[src/rtl/ptr_addr_pkg.sv]
package ptr_addr_pkg;
  // addressing mode codes
  localparam logic [2:0] AM_DIRECT = 3'd0;
  localparam logic [2:0] AM_IND_B  = 3'd1;
  localparam logic [2:0] AM_IND_X  = 3'd2;
  localparam logic [2:0] AM_TABLE  = 3'd3;
  localparam logic [2:0] AM_JUMP   = 3'd4;
  // post-step codes
  localparam logic [1:0] ST_NONE = 2'd0;
  localparam logic [1:0] ST_INC  = 2'd1;
  localparam logic [1:0] ST_DEC  = 2'd2;
  // pointer table: B, X, SP
  localparam int NPTR   = 3;
  localparam int IDX_B  = 0;
  localparam int IDX_X  = 1;
  localparam int IDX_SP = 2;
  localparam int WIN_BITS = 4;
  localparam logic [WIN_BITS-1:0] PTR_OFS [NPTR] = '{4'hE, 4'hC, 4'hD};
  localparam logic [7:0] SP_RESET = 8'h6F;
endpackage

[src/rtl/dag_ptr_reg.sv]
module dag_ptr_reg #(
  parameter int W = 8,
  parameter int OW = 4,
  parameter logic [W-1:0] RST_VAL = '0,
  parameter logic [OW-1:0] OFS = '0
) (
  input  logic          clk,
  input  logic          rst,
  input  logic          win_wr,
  input  logic [OW-1:0] win_ofs,
  input  logic [W-1:0]  win_data,
  input  logic          step_fire,
  input  logic          step_dec,
  output logic [W-1:0]  value
);
  logic wr_hit;
  assign wr_hit = win_wr && (win_ofs == OFS);

  // explicit write has priority over the post-step
  always_ff @(posedge clk) begin
    if (rst)            value <= RST_VAL;
    else if (wr_hit)    value <= win_data;
    else if (step_fire) value <= step_dec ? value - 1'b1 : value + 1'b1;
  end
endmodule

[src/rtl/dag_pc.sv]
module dag_pc #(
  parameter int PCW = 15
) (
  input  logic           clk,
  input  logic           rst,
  input  logic           load,
  input  logic [PCW-1:0] target,
  input  logic           adv,
  output logic [PCW-1:0] pc
);
  always_ff @(posedge clk) begin
    if (rst)       pc <= '0;
    else if (load) pc <= target;
    else if (adv)  pc <= pc + 1'b1;
  end
endmodule

[src/rtl/dag_route.sv]
module dag_route
  import ptr_addr_pkg::*;
#(
  parameter int DW = 8,
  parameter int PCW = 15
) (
  input  logic              req_valid,
  input  logic [2:0]        req_mode,
  input  logic [1:0]        req_step,
  input  logic [DW-1:0]     req_dir,
  input  logic [DW-1:0]     req_acc,
  input  logic [PCW-DW-1:0] pc_hi,
  input  logic [DW-1:0]     cur_b,
  input  logic [DW-1:0]     cur_x,
  input  logic              dmem_ready,
  input  logic              rom_ready,
  output logic              req_ready,
  output logic              dmem_valid,
  output logic [DW-1:0]     dmem_addr,
  output logic              rom_valid,
  output logic [PCW-1:0]    rom_addr,
  output logic              step_b,
  output logic              step_x,
  output logic              step_dec,
  output logic              jump_fire
);
  logic stepping;
  assign stepping = (req_step == ST_INC) || (req_step == ST_DEC);
  assign step_dec = (req_step == ST_DEC);
  assign rom_addr = {pc_hi, req_acc};

  always_comb begin
    req_ready  = 1'b1;
    dmem_valid = 1'b0;
    dmem_addr  = req_dir;
    rom_valid  = 1'b0;
    step_b     = 1'b0;
    step_x     = 1'b0;
    jump_fire  = 1'b0;
    case (req_mode)
      AM_DIRECT: begin
        dmem_valid = req_valid;
        req_ready  = dmem_ready;
      end
      AM_IND_B: begin
        dmem_valid = req_valid;
        dmem_addr  = cur_b;
        req_ready  = dmem_ready;
        step_b     = req_valid && dmem_ready && stepping;
      end
      AM_IND_X: begin
        dmem_valid = req_valid;
        dmem_addr  = cur_x;
        req_ready  = dmem_ready;
        step_x     = req_valid && dmem_ready && stepping;
      end
      AM_TABLE: begin
        rom_valid = req_valid;
        req_ready = rom_ready;
      end
      AM_JUMP:  jump_fire = req_valid;
      default:  ;
    endcase
  end
endmodule

[src/rtl/ptr_addr_gen.sv]
module ptr_addr_gen
  import ptr_addr_pkg::*;
#(
  parameter int DW = 8,
  parameter int PCW = 15
) (
  input  logic           clk,
  input  logic           rst,
  input  logic           req_valid,
  output logic           req_ready,
  input  logic [2:0]     req_mode,
  input  logic [1:0]     req_step,
  input  logic [DW-1:0]  req_dir,
  input  logic [DW-1:0]  req_acc,
  input  logic [PCW-1:0] req_target,
  output logic           dmem_valid,
  input  logic           dmem_ready,
  output logic [DW-1:0]  dmem_addr,
  output logic           rom_valid,
  input  logic           rom_ready,
  output logic [PCW-1:0] rom_addr,
  input  logic           reg_wr_en,
  input  logic [DW-1:0]  reg_wr_addr,
  input  logic [DW-1:0]  reg_wr_data,
  input  logic           pc_adv,
  output logic [DW-1:0]  ptr_b,
  output logic [DW-1:0]  ptr_x,
  output logic [DW-1:0]  ptr_sp,
  output logic [PCW-1:0] pc
);
  localparam int PCHI = PCW - DW;
  localparam logic [DW-1:0] PTR_RST [NPTR] = '{'0, '0, DW'(SP_RESET)};

  logic [DW-1:0]   ptr_q [NPTR];
  logic [NPTR-1:0] step_fire;
  logic            step_dec;
  logic            jump_fire;
  logic            win_wr;

  // the register window is the top 2**WIN_BITS data addresses
  assign win_wr = reg_wr_en && (&reg_wr_addr[DW-1:WIN_BITS]);

  for (genvar g = 0; g < NPTR; g++) begin : g_ptr
    dag_ptr_reg #(
      .W(DW), .OW(WIN_BITS), .RST_VAL(PTR_RST[g]), .OFS(PTR_OFS[g])
    ) u_ptr (
      .clk       (clk),
      .rst       (rst),
      .win_wr    (win_wr),
      .win_ofs   (reg_wr_addr[WIN_BITS-1:0]),
      .win_data  (reg_wr_data),
      .step_fire (step_fire[g]),
      .step_dec  (step_dec),
      .value     (ptr_q[g])
    );
  end

  assign step_fire[IDX_SP] = 1'b0;

  dag_route #(.DW(DW), .PCW(PCW)) u_route (
    .req_valid  (req_valid),
    .req_mode   (req_mode),
    .req_step   (req_step),
    .req_dir    (req_dir),
    .req_acc    (req_acc),
    .pc_hi      (pc[PCW-1:PCW-PCHI]),
    .cur_b      (ptr_q[IDX_B]),
    .cur_x      (ptr_q[IDX_X]),
    .dmem_ready (dmem_ready),
    .rom_ready  (rom_ready),
    .req_ready  (req_ready),
    .dmem_valid (dmem_valid),
    .dmem_addr  (dmem_addr),
    .rom_valid  (rom_valid),
    .rom_addr   (rom_addr),
    .step_b     (step_fire[IDX_B]),
    .step_x     (step_fire[IDX_X]),
    .step_dec   (step_dec),
    .jump_fire  (jump_fire)
  );

  dag_pc #(.PCW(PCW)) u_pc (
    .clk    (clk),
    .rst    (rst),
    .load   (jump_fire),
    .target (req_target),
    .adv    (pc_adv),
    .pc     (pc)
  );

  assign ptr_b  = ptr_q[IDX_B];
  assign ptr_x  = ptr_q[IDX_X];
  assign ptr_sp = ptr_q[IDX_SP];
endmodule

[config.mk]
export PLATFORM = sky130hd
export DESIGN_NAME = ptr_addr_gen
export DESIGN_NICKNAME = d
export VERILOG_FILES = /design/src/rtl/ptr_addr_pkg.sv /design/src/rtl/dag_ptr_reg.sv /design/src/rtl/dag_pc.sv /design/src/rtl/dag_route.sv /design/src/rtl/ptr_addr_gen.sv
export SDC_FILE = /design/constraint.sdc
export NUM_CORES = 1
export LEC_CHECK = 0
export ABC_AREA = 1
export BUFFER_PORTS_ARGS = -buffer_cell sky130_fd_sc_hd__buf_4
export CAP_MARGIN = 20
export CORE_MARGIN = 8
export CORE_UTILIZATION = 55
export CTS_CLUSTER_SIZE = 16
export DETAILED_ROUTE_END_ITERATION = 6
export PLACE_DENSITY = 0.87
export SLEW_MARGIN = 20
export SYNTH_ARGS = -nofsm -noshare
export SYNTH_HDL_FRONTEND = slang
export SYNTH_HIERARCHICAL = 1
export SYNTH_SLANG_ARGS = --single-unit
[constraint.sdc]
create_clock -name clk -period 3.39 [get_ports clk]
set_input_delay 0.339 -clock clk [delete_from_list [all_inputs] [get_ports clk]]
set_output_delay 0.339 -clock clk [all_outputs]
set_load 0.05 [all_outputs]
==> impl_metrics.csv, run 1 <==
group,metric,value,unit
timing,finalHoldWorstSlack,0.277,ns
clocking,tritoncts_clock_tree,"yes",
synthesis,synthesis.yosys.warnings,6,
route,wl,10.9,mm
synthesis,synth_sequential_area_ratio,21.8,%
floorplan,core-area,6310,µm²
synthesis,cell_variety_after_synth,44,
flow_run,max_cap_viol_count,0,
timing,fin_skew,0.00861,ns
cells_and_area,finish.cell_count_without_fillers,718,
route,routedWlPerCell,15.2,µm
synthesis,synth.avg_cell_area,6.54,µm²
route,avgViaCountPerCell,5.58,
placement,gpl.final_weighted_congestion,0.953,
route,first_iter_violations,223,
route,route.vias.total,4003,
synthesis,synth_area,3580,µm²
cells_and_area,multi_input_comb_area,2310,µm²
floorplan,floorplan.die_area,9350,µm²
placement,place.port_buffers,107,
cells_and_area,area.sequential,781,µm²
clocking,worst_setup_hold_path_clk_slew,0.08,ns
floorplan,initial_standard_cell_utilization_of_the_core,56.7,%
global_route,grt_start_max_net_pins,24,
power_and_ir_drop,internal_power,0.000820,W
outcome,status,"completed",
timing,timing_max_transition_violations_final,0,
route,detail-route-antenna-nets,0,
placement,dp.cells,710,
clocking,clock-root-buffer,"sky130_fd_sc_hd__clkbuf_8",
power_and_ir_drop,power.share.combinational,33.5,%
global_route,track_usage,22.5,%
worst_setup_path,crit_type,"input pin to flop",
cells_and_area,num_antenna_cells,0,
timing,clock.fmax,446,MHz
clocking,cts_setup_buffers,0,
clocking,clock_tree.htree_level_count,2,
global_route,via_count_of_the_first_global_routing_pass,3964,
worst_setup_path,arrival_time_reported_for_the_critical_path_endpoint,2.42,ns
cells_and_area,drive_gt1_share,25.0,%
cells_and_area,areaGrowthSynthToFinish,23.3,%
clocking,ctsHoldBuffers,0,
floorplan,die_x,96.7,µm
timing,timing.max_slew.rel_slack,48.7,%
cells_and_area,final_net_count,722,
synthesis,syn-instance-count,548,
route,dr.pass1.iters,5,
worst_setup_path,start_kind,"input pin",
clocking,cts.path.max_buffers,2,
synthesis,synthesized_flop_and_latch_total,39,
timing,worst-slew-pin-transition,0.770,ns
clocking,cts_num_sinks,39,
global_route,grt_first_pass_wirelength,18.3,mm
timing,setup_violations,0,
placement,dp_hpwl,8.61,mm
power_and_ir_drop,power-per-cell-area,295,nW/µm²
timing,finalCriticalPeriod,2.24,ns
power_and_ir_drop,swShare,37.0,%
floorplan,placementRows,29,
worst_setup_path,cp.required,3.57,ns
timing,unrepaired_setup_endpoints_after_global_routing,"no",
power_and_ir_drop,switching_power,0.000482,W
power_and_ir_drop,sequentialPowerShare,38.5,%
worst_setup_path,worst_setup_path_end_kind,"flop",
power_and_ir_drop,power.static_leakage,2.19,nW
clocking,numCtsBuffers,5,
floorplan,dieHeight,96.7,µm
placement,placedInstanceArea,4310,µm²
power_and_ir_drop,clkPwrFrac,27.9,%
global_route,grt-ovfl-total,0,
cells_and_area,final_cell_area,4420,µm²
min_path,hp-class,"input pin to flop",
power_and_ir_drop,vdd.ir_drop.worst,0.241,mV
cells_and_area,filler_cell_count,522,
timing,final_hold_viol_count,0,
route,route.detailed.drc,0,
global_route,antenna_found_initial,0,
clocking,ctsResizeCount,0,
worst_setup_path,path_max_fanout,16,
timing,min_period_over_period,66.2,%
floorplan,ioPinCount,124,
timing,setup_total_negative_slack,0,ns
clocking,worst_skew_pair.late_latency,0.30,ns
==> power by group through the flow <==
stage | Sequential, W | Clock (W) | Combinational [W]
floorplan | 0.000571 | 0 | 0.000252
global placement | 0.000510 | 0 | 0.000420
detailed placement | 0.000511 | 0 | 0.000432
CTS | 0.000501 | 0.000370 | 0.000434
global route | 0.000504 | 0.000387 | 0.000474
finish | 0.000502 | 0.000364 | 0.000437
==> critical path, cell delays in order <==
cell,delay [ns]
sky130_fd_sc_hd__buf_4,0.11
sky130_fd_sc_hd__inv_1,0.05
sky130_fd_sc_hd__ha_1,0.65
sky130_fd_sc_hd__inv_1,0.13
sky130_fd_sc_hd__fa_1,0.43
sky130_fd_sc_hd__nand3b_1,0.19
sky130_fd_sc_hd__nand2_1,0.11
sky130_fd_sc_hd__nand2_1,0.08
sky130_fd_sc_hd__nand3_1,0.08
sky130_fd_sc_hd__nand2_1,0.07
sky130_fd_sc_hd__o21ai_1,0.12
sky130_fd_sc_hd__nand3_1,0.07
==> Yosys cell counts, drive strengths merged <==
| library cell | n | area share (%) |
|---|---|---|
| xor2 | 7 | 1.7 |
| nand2 | 143 | 16 |
| nand3b | 7 | 1.5 |
| clkbuf | 2 | 0.21 |
| nand3 | 56 | 8.7 |
| nor2 | 43 | 6.0 |
| a31oi | 6 | 1.0 |
| o21ai | 27 | 3.9 |
| or2 | 8 | 1.5 |
| a22oi | 9 | 1.9 |
| a21oi | 31 | 4.6 |
| and2 | 1 | 0.17 |
| ha | 20 | 7.0 |
| o2111ai | 1 | 0.24 |
| conb | 1 | 0.10 |
| nor3 | 1 | 0.14 |
| o211ai | 4 | 0.84 |
| inv | 78 | 8.2 |
| nand4 | 25 | 4.8 |
| xnor2 | 6 | 1.5 |
| fa | 3 | 1.7 |
| clkinv | 3 | 0.45 |
| buf | 23 | 5.1 |
| o21bai | 3 | 0.84 |
| dfxtp | 39 | 22 |
| o22ai | 1 | 0.35 |
==> per-layer routing <==
| layer | share of wire (%) | GRT usage (%) | vias to the layer above |
|---|---|---|---|
| met4 | 1.9 | 8.52 | 0 |
| met2 | 47 | 37.6 | 180 |
| met5 | 0 | 0 | - |
| li1 | - | - | 1974 |
| met3 | 7.9 | 5.26 | 19 |
| met1 | 43 | 27.3 | 1830 |
==> cell usage in the layout (no fill, tap or decap), drive strengths merged, types with 7 or more instances in the layout <==
cell type,Yosys,routed
a21oi,31,31
dfxtp,39,39
a22oi,9,9
nand2,143,143
nor2,43,43
buf,23,109
o21ai,27,27
nand3b,7,7
nand3,56,56
or2,8,8
ha,20,20
xor2,7,7
nand4,25,25
inv,78,78
clkbuf,2,7
==> logic make-up after synthesis <==
group / synth area share, %
AND/OR/NAND/NOR: 38.6
buffers and inverters: 13.9
AO/OA/AOI/OAI: 13.7
flip-flops: 21.8
adder cells (fa/ha/maj): 8.66
XOR/XNOR: 3.18
other: 0.105
==> area by class of cell <==
cell class                 instances  share of cell area (%)
timing repair buffer             109                    18.5
clock buffer                       7                    2.18
inverter                          81                    7.00
multi-input combinational        404                    52.3
sequential                        39                    17.7
clock inverter                     1                   0.170
tap                               77                    2.18
==> worst paths after layout <==
path,startpoint,endpoint,slack (ns),cells after the start
max reg2reg,g_ptr[2].u_ptr/value[0],g_ptr[2].u_ptr/value[6],1.60,9
max,req_step[0],g_ptr[2].u_ptr/value[6],1.15,12
min,req_target[4],u_pc/pc[4],0.28,3
min reg2reg,g_ptr[2].u_ptr/value[7],g_ptr[2].u_ptr/value[7],0.52,2
==> state kept, by name (all words and copies together), names as in the netlist <==
signal and flops:
g_ptr.u_ptr/value 24, u_pc/pc 15
==> metrics by stage <==
stage	setup WS, ns	util [%]	power, W
5_1_grt	0.985	69.9	0.00136
4_1_cts	1.20	69.9	0.00130
3_3_place_gp	1.01	68.3	0.000930
3_5_place_dp	0.890	68.3	0.000943
6_report	1.15	69.9	0.00130
2_1_floorplan	1.20	-	0.000823
Power figures use the tool's default switching activity.
==> inputs of run 2 (changes only) <==
--- a/config.mk
+++ b/config.mk
@@ -9,10 +9,10 @@
 export BUFFER_PORTS_ARGS = -buffer_cell sky130_fd_sc_hd__buf_4
 export CAP_MARGIN = 20
 export CORE_MARGIN = 8
-export CORE_UTILIZATION = 55
+export CORE_UTILIZATION = 51
 export CTS_CLUSTER_SIZE = 16
 export DETAILED_ROUTE_END_ITERATION = 6
-export PLACE_DENSITY = 0.87
+export PLACE_DENSITY = 0.81
 export SLEW_MARGIN = 20
 export SYNTH_ARGS = -nofsm -noshare
 export SYNTH_HDL_FRONTEND = slang
==> constraint.sdc (replaced) <==
create_clock -name clk -period 2.2 [get_ports clk]
set_input_delay 0.22 -clock clk [delete_from_list [all_inputs] [get_ports clk]]
set_output_delay 0.22 -clock clk [all_outputs]
set_load 0.05 [all_outputs]
==> run 2 against run 1 <==
  * Worst setup slack lost 0.68 ns
  * First-iteration DRC count is 11% higher
  * Highest routed layer unchanged
  * Largest power group unchanged
  * Clock skew up 0.00060 ns
  * Critical path depth is 1 lower
  * Global-route usage down 1.1 points
  * Sequential power rose by 54%
  * Register-to-register slack worse by 1.1 ns
  * Flip-flop and latch count unchanged
  * Critical endpoint is now g_ptr[0].u_ptr/value[6]
  * Design area is 1.6% higher
==> impl_metrics.csv, run 2 (synthesized netlist as in run 1, its figures left out) <==
group,metric,value,unit
outcome,status,"completed",
route,routedWlPerCell,14.8,µm
global_route,antenna_found_initial,0,
placement,dp_hpwl,8.64,mm
flow_run,max_cap_viol_count,0,
global_route,grt-ovfl-total,0,
floorplan,placementRows,30,
route,wl,10.9,mm
floorplan,ioPinCount,124,
power_and_ir_drop,swShare,35.6,%
power_and_ir_drop,switching_power,0.000745,W
clocking,cts.path.max_buffers,2,
global_route,grt.busiest_layer,"met2",
global_route,grt_start_max_net_pins,25,
timing,finalHoldWorstSlack,0.163,ns
cells_and_area,filler_cell_count,605,
cells_and_area,largest_register,"g_ptr.u_ptr/value",
power_and_ir_drop,sequentialPowerShare,36.8,%
worst_setup_path,start_kind,"flop",
floorplan,die_x,99.8,µm
clocking,clock_tree.htree_level_count,2,
route,route.detailed.drc,0,
timing,fin_skew,0.00921,ns
timing,clock.fmax,575,MHz
floorplan,dieHeight,99.8,µm
clocking,cts_setup_buffers,0,
min_path,hp-class,"input pin to flop",
worst_setup_path,cp.required,2.43,ns
power_and_ir_drop,power.share.combinational,32.3,%
floorplan,initial_standard_cell_utilization_of_the_core,52.7,%
worst_setup_path,arrival_time_reported_for_the_critical_path_endpoint,1.97,ns
power_and_ir_drop,total_power,0.00210,W
clocking,worst_skew_pair.late_latency,0.30,ns
clocking,tritoncts_clock_tree,"yes",
timing,min_period_over_period,79.0,%
global_route,grt_util_met1,24.6,%
placement,gpl.final_weighted_congestion,0.880,
timing,finalCriticalPeriod,1.74,ns
power_and_ir_drop,power-per-cell-area,467,nW/µm²
clocking,ctsResizeCount,0,
worst_setup_path,path_max_fanout,5,
timing,final_hold_viol_count,0,
power_and_ir_drop,power.static_leakage,2.22,nW
cells_and_area,num_antenna_cells,0,
placement,place.port_buffers,107,
timing,setup_violations,0,
power_and_ir_drop,internal_power,0.00135,W
timing,setup_total_negative_slack,0,ns
floorplan,floorplan.die_area,9960,µm²
route,dr.pass1.iters,4,
clocking,numCtsBuffers,5,
cells_and_area,areaGrowthSynthToFinish,25.3,%
cells_and_area,multi_input_comb_area,2310,µm²
cells_and_area,largest_reg_flops,24,
global_route,track_usage,21.4,%
power_and_ir_drop,clkPwrFrac,30.9,%
route,avgViaCountPerCell,5.40,
global_route,grt_first_pass_wirelength,17.6,mm
floorplan,core-area,6790,µm²
cells_and_area,mostFrequentLayoutCells,"sky130_fd_sc_hd__nand2_1, sky130_fd_sc_hd__buf_4, sky130_fd_sc_hd__inv_1",
route,first_iter_violations,247,
route,route.vias.total,3998,
clocking,ctsHoldBuffers,0,
cells_and_area,area.sequential,781,µm²
cells_and_area,biggestRegsByFlops,"g_ptr.u_ptr/value x24, u_pc/pc x15",
worst_setup_path,crit_type,"flop to flop",
global_route,use_met3,5.54,%
timing,timing_max_transition_violations_final,0,
power_and_ir_drop,vdd.ir_drop.worst,0.444,mV
clocking,worst_setup_hold_path_clk_slew,0.09,ns
cells_and_area,drive_gt1_share,25.3,%
global_route,via_count_of_the_first_global_routing_pass,3862,
global_route,globalRouteMet2Util,38.0,%
cells_and_area,final_net_count,725,
cells_and_area,most_frequent_standard_cell_in_the_layout_excluding_fill_and_tap_cells,"sky130_fd_sc_hd__nand2_1",
clocking,clock-root-buffer,"sky130_fd_sc_hd__clkbuf_8",
worst_setup_path,worst_setup_path_end_kind,"flop",
route,detail-route-antenna-nets,0,
clocking,cts_num_sinks,39,
timing,unrepaired_setup_endpoints_after_global_routing,"no",
[run 2: changes by cell type in the layout (fill, tap and decap cells not counted)]
cell	change
sky130_fd_sc_hd__buf_4	+2
sky130_fd_sc_hd__buf_12	+1
sky130_fd_sc_hd__bufinv_16	+1
sky130_fd_sc_hd__clkbuf_8	-1
sky130_fd_sc_hd__clkinv_2	+1
sky130_fd_sc_hd__clkinvlp_4	-1
[run 2: final cells by class]
class / instances / share of cell area, %
clock inverters: 2 / 0.781
repair buffers: 112 / 19.0
inverters: 81 / 6.89
multi-input cells: 404 / 51.4
clock buffers: 6 / 1.84
well taps: 96 / 2.68
flip-flops and latches: 39 / 17.4
[run 2: power groups by stage]
stage | clock (W) | sequential, W | combinational, W
after floorplan | 0 | 0.000879 | 0.000389
after CTS | 0.000659 | 0.000770 | 0.000675
after detailed placement | 0 | 0.000787 | 0.000673
final | 0.000648 | 0.000771 | 0.000676
after global routing | 0.000681 | 0.000775 | 0.000738
after global placement | 0 | 0.000786 | 0.000656
[run 2: critical path, cell delays in order, from the launching register on]
cell,delay [ns]
sky130_fd_sc_hd__dfxtp_1,0.47
sky130_fd_sc_hd__inv_1,0.10
sky130_fd_sc_hd__fa_1,0.42
sky130_fd_sc_hd__inv_1,0.08
sky130_fd_sc_hd__nand2_1,0.06
sky130_fd_sc_hd__nand2_1,0.08
sky130_fd_sc_hd__nand3b_1,0.11
sky130_fd_sc_hd__nand2_1,0.08
sky130_fd_sc_hd__nand2_1,0.05
sky130_fd_sc_hd__nand3_1,0.06
sky130_fd_sc_hd__nand2_1,0.05
sky130_fd_sc_hd__a21oi_1,0.11
[run 2: per-stage QoR]
stage / setup WS, ns / cells / cell area, µm² / utilization, %
after floorplan: 0.131 / 549 / 3590 / -
after global placement: 0.238 / 732 / 4370 / 64.3
after detailed placement: 0.194 / 732 / 4370 / 64.3
after CTS: 0.474 / 740 / 4490 / 66.1
after global routing: 0.331 / 740 / 4490 / 66.1
final: 0.462 / 740 / 4490 / 66.1
[run 2: worst paths after layout]
| path | startpoint | to | slack [ns] | cells past startpoint |
|---|---|---|---|---|
| worst min register to register | g_ptr[2].u_ptr/value[6] | g_ptr[2].u_ptr/value[6] | 0.51 | 2 |
| worst max register to register | g_ptr[0].u_ptr/value[0] | g_ptr[0].u_ptr/value[6] | 0.46 | 11 |
| worst max-delay path | g_ptr[0].u_ptr/value[0] | g_ptr[0].u_ptr/value[6] | 0.46 | 11 |
| worst min-delay path | req_target[4] | u_pc/pc[4] | 0.16 | 3 |
[run 2: per-layer routing]
layer / vias up / wire [µm]
li1: 1984 / -
met1: 1844 / 4580
met2: 154 / 5250
met3: 16 / 928
met4: 0 / 176
met5: - / 0
==> inputs of run 3 (changes only) <==
--- a/config.mk
+++ b/config.mk
@@ -5,7 +5,7 @@
 export SDC_FILE = /design/constraint.sdc
 export NUM_CORES = 1
 export LEC_CHECK = 0
-export ABC_AREA = 1
+export ABC_AREA = 0
 export BUFFER_PORTS_ARGS = -buffer_cell sky130_fd_sc_hd__buf_4
 export CAP_MARGIN = 20
 export CORE_MARGIN = 8
==> constraint.sdc (replaced) <==
create_clock -name clk -period 1.6 [get_ports clk]
set_input_delay 0.16 -clock clk [delete_from_list [all_inputs] [get_ports clk]]
set_output_delay 0.16 -clock clk [all_outputs]
set_load 0.05 [all_outputs]
==> run 3 against run 2 <==
  * The run now ends with negative setup slack left
  * Die area fell by 0.85%
  * Critical path depth fell by 5
  * Non-clock buffer count rose by 96
==> impl_metrics.csv, run 3 <==
group,metric,value,unit
min_path,hp-class,"input pin to flop",
synthesis,postSynth.asyncResetShare,0,%
cells_and_area,final_net_count,714,
worst_setup_path,critical_path.reg2reg.startpoint,"g_ptr[0].u_ptr/value[1]",
power_and_ir_drop,total_power,0.00333,W
route,dr.pass1.iters,6,
cells_and_area,area.sequential,845,µm²
route,routedWlPerCell,20.9,µm
route,avgViaCountPerCell,6.35,
timing,final_hold_viol_count,0,
synthesis,synthesized_flop_and_latch_total,39,
timing,clock.fmax,489,MHz
outcome,status,"finished with violations",
clocking,worst_skew_pair.late_latency,0.30,ns
clocking,cts.path.max_buffers,2,
worst_setup_path,register_to_register_setup_slack,-0.44,ns
global_route,antenna_found_initial,0,
route,route.detailed.drc,0,
cells_and_area,mostFrequentLayoutCells,"sky130_fd_sc_hd__buf_4, sky130_fd_sc_hd__nor2_1, sky130_fd_sc_hd__a21oi_1",
synthesis,synth_commonest_cells,"sky130_fd_sc_hd__nor2_1, sky130_fd_sc_hd__a21oi_1, sky130_fd_sc_hd__dfxtp_1, sky130_fd_sc_hd__inv_1, sky130_fd_sc_hd__ha_1",
worst_setup_path,rr_endpoint,"g_ptr[0].u_ptr/value[7]",
worst_setup_path,path_max_fanout,2,
timing,unrepaired_setup_endpoints_after_global_routing,"yes",
synthesis,yosysTopAreaCellShare,22.0,%
timing,finalCriticalPeriod,2.04,ns
cells_and_area,most_frequent_standard_cell_in_the_layout_excluding_fill_and_tap_cells,"sky130_fd_sc_hd__buf_4",
global_route,grt_start_max_net_pins,34,
worst_setup_path,crit_type,"flop to flop",
cells_and_area,multi_input_comb_area,2800,µm²
synthesis,synth_area,3550,µm²
worst_setup_path,start_kind,"flop",
placement,dp_hpwl,9.35,mm
timing,timing_max_transition_violations_final,0,
timing,fin_ws,-0.444,ns
route,wl,14.9,mm
clocking,tritoncts_clock_tree,"yes",
timing,finalHoldWorstSlack,0.0820,ns
floorplan,floorplan.die_area,9880,µm²
floorplan,initial_standard_cell_utilization_of_the_core,52.5,%
timing,setup_total_negative_slack,-1.92,ns
cells_and_area,largest_register,"g_ptr.u_ptr/value",
synthesis,synth.avg_cell_area,7.81,µm²
min_path,timing.hold.worst_endpoint,"u_pc/pc[1]",
power_and_ir_drop,vdd.ir_drop.worst,0.467,mV
clocking,clock_tree.htree_level_count,2,
synthesis,ys_dominant_reg_cell,"sky130_fd_sc_hd__dfxtp_1",
power_and_ir_drop,power-per-cell-area,594,nW/µm²
floorplan,core-area,6760,µm²
synthesis,synth_sequential_area_ratio,22.0,%
worst_setup_path,timing.reg2reg.worst_path_depth,6,
synthesis,edff_count_synth,0,
timing,setup_violations,10,
outcome,failed_checks,"negative setup slack",
worst_setup_path,worst_setup_path_end_kind,"flop",
route,route.vias.total,4527,
cells_and_area,areaGrowthSynthToFinish,57.9,%
cells_and_area,drive_gt1_share,51.0,%
route,first_iter_violations,320,
cells_and_area,filler_cell_count,371,
cells_and_area,num_antenna_cells,0,
synthesis,synth_top_area_cell,"sky130_fd_sc_hd__dfxtp_1",
min_path,hold_depth,3,
synthesis,synthTopCellsByArea,"sky130_fd_sc_hd__dfxtp_1, sky130_fd_sc_hd__nor2_1, sky130_fd_sc_hd__ha_1",
route,detail-route-antenna-nets,0,
placement,dp.cells,675,
flow_run,max_cap_viol_count,0,
synthesis,synthesis.yosys.warnings,6,
cells_and_area,final_util,82.9,%
clocking,worst_setup_hold_path_clk_slew,0.10,ns
synthesis,syn-num-nets,536,
clocking,clock-root-buffer,"sky130_fd_sc_hd__clkbuf_8",
global_route,via_count_of_the_first_global_routing_pass,4309,
floorplan,placementRows,30,
worst_setup_path,arrival_time_reported_for_the_critical_path_endpoint,2.24,ns
cells_and_area,largest_reg_flops,24,
min_path,worst_hold_startpoint,"req_target[1]",
power_and_ir_drop,power.static_leakage,2.51,nW
worst_setup_path,cp.required,1.80,ns
global_route,grt_first_pass_wirelength,20.7,mm
timing,fin_skew,0.0116,ns
synthesis,cell_variety_after_synth,67,
clocking,numCtsBuffers,5,
placement,gpl.final_weighted_congestion,0.944,
synthesis,post-synth-top-count-cell,"sky130_fd_sc_hd__nor2_1",
global_route,grt-ovfl-total,0,
placement,place.port_buffers,107,
floorplan,die_x,99.4,µm
cells_and_area,finish.cell_count_without_fillers,713,
floorplan,dieHeight,99.4,µm
floorplan,ioPinCount,124,
clocking,cts_num_sinks,39,
timing,min_period_over_period,128,%
cells_and_area,biggestRegsByFlops,"g_ptr.u_ptr/value x24, u_pc/pc x15",
global_route,track_usage,25.3,%
synthesis,syn-instance-count,454,
## run 3: changes by cell type after synthesis, moves of 12 or more
cell / previous run / this run
sky130_fd_sc_hd__nand4_1: 24 / 5
sky130_fd_sc_hd__o21ai_0: 23 / 10
sky130_fd_sc_hd__nor2_1: 32 / 69
sky130_fd_sc_hd__inv_1: 70 / 26
sky130_fd_sc_hd__a21oi_1: 28 / 42
sky130_fd_sc_hd__nand3_1: 53 / 7
sky130_fd_sc_hd__a211oi_1: 0 / 17
sky130_fd_sc_hd__nand2_1: 133 / 15
sky130_fd_sc_hd__o21a_1: 0 / 13
sky130_fd_sc_hd__nor3_1: 1 / 13
## run 3: per-layer routing
| metal | vias up | global-route usage, % | share of wire, % | wire (µm) |
|---|---|---|---|---|
| met2 | 309 | 46.2 | 49 | 7300 |
| met5 | - | 0 | 0 | 0 |
| met4 | 0 | 10.2 | 5.6 | 842 |
| met1 | 2140 | 27.4 | 37 | 5460 |
| li1 | 1985 | - | - | - |
| met3 | 93 | 5.80 | 8.9 | 1320 |
## run 3: cells by family (layout without fill, tap and decap cells)
logic type / Yosys count / count (layout) / synth area share (%)
simple gates: 160 / 160 / 23.8
compound gates: 135 / 135 / 27.2
buf+inv: 65 / 244 / 10.0
flops: 39 / 39 / 22.0
fa+ha+maj: 23 / 23 / 8.75
xor+xnor: 20 / 20 / 4.94
mux: 11 / 11 / 3.11
other cells: 1 / 1 / 0.106
## run 3: layout make-up
| type | count | share of cell area (%) |
|---|---|---|
| Tap cell | 80 | 1.79 |
| Clock buffer | 6 | 1.30 |
| Multi-Input combinational cell | 350 | 49.9 |
| Sequential cell | 39 | 15.1 |
| Timing Repair Buffer | 208 | 29.4 |
| Inverter | 28 | 2.23 |
| Clock inverter | 2 | 0.223 |
## run 3: worst max path at each step
stage / cells after the start / to / start / slack, ns
finish: 6 / g_ptr[0].u_ptr/value[7] / g_ptr[0].u_ptr/value[1] / -0.44
global route: 6 / g_ptr[0].u_ptr/value[7] / g_ptr[0].u_ptr/value[1] / -0.51
CTS: 6 / g_ptr[0].u_ptr/value[7] / g_ptr[0].u_ptr/value[1] / -0.24
detailed placement: 9 / g_ptr[0].u_ptr/value[7] / req_step[0] / -0.62
global placement: 9 / g_ptr[1].u_ptr/value[7] / req_step[0] / -0.52
floorplan: 8 / g_ptr[0].u_ptr/value[7] / req_step[0] / -0.37
## run 3: worst max-delay path, stage by stage, from the launching register on
cell and delay (ns):
sky130_fd_sc_hd__dfxtp_4 0.37, sky130_fd_sc_hd__ha_4 0.22, sky130_fd_sc_hd__a211oi_2 0.29, sky130_fd_sc_hd__o211ai_1 0.14
sky130_fd_sc_hd__and3_1 0.18, sky130_fd_sc_hd__or4_1 0.44, sky130_fd_sc_hd__a311oi_1 0.31
## run 3: power by group
group	switching (W)	total [W]	internal, W
registers	0.0000787	0.00110	0.00102
clock network	0.000394	0.000700	0.000306
logic	0.000848	0.00153	0.000682
total	0.00132	0.00333	0.00201
## run 3: what timing repair did
action	4_1_cts	5_1_grt
setup buffers	14	19
gates cloned	0	0
gates resized for setup	26	51
pin swaps	17	42
hold buffers	0	0
setup endpoints to repair	13	27
## run 3: through the flow
| stage | worst slack, ns | area, µm² |
|---|---|---|
| after detailed placement | -0.619 | 4950 |
| after CTS | -0.235 | 5260 |
| after global placement | -0.525 | 4950 |
| final | -0.444 | 5600 |
| after global routing | -0.515 | 5600 |
| after floorplan | -0.365 | 3770 |
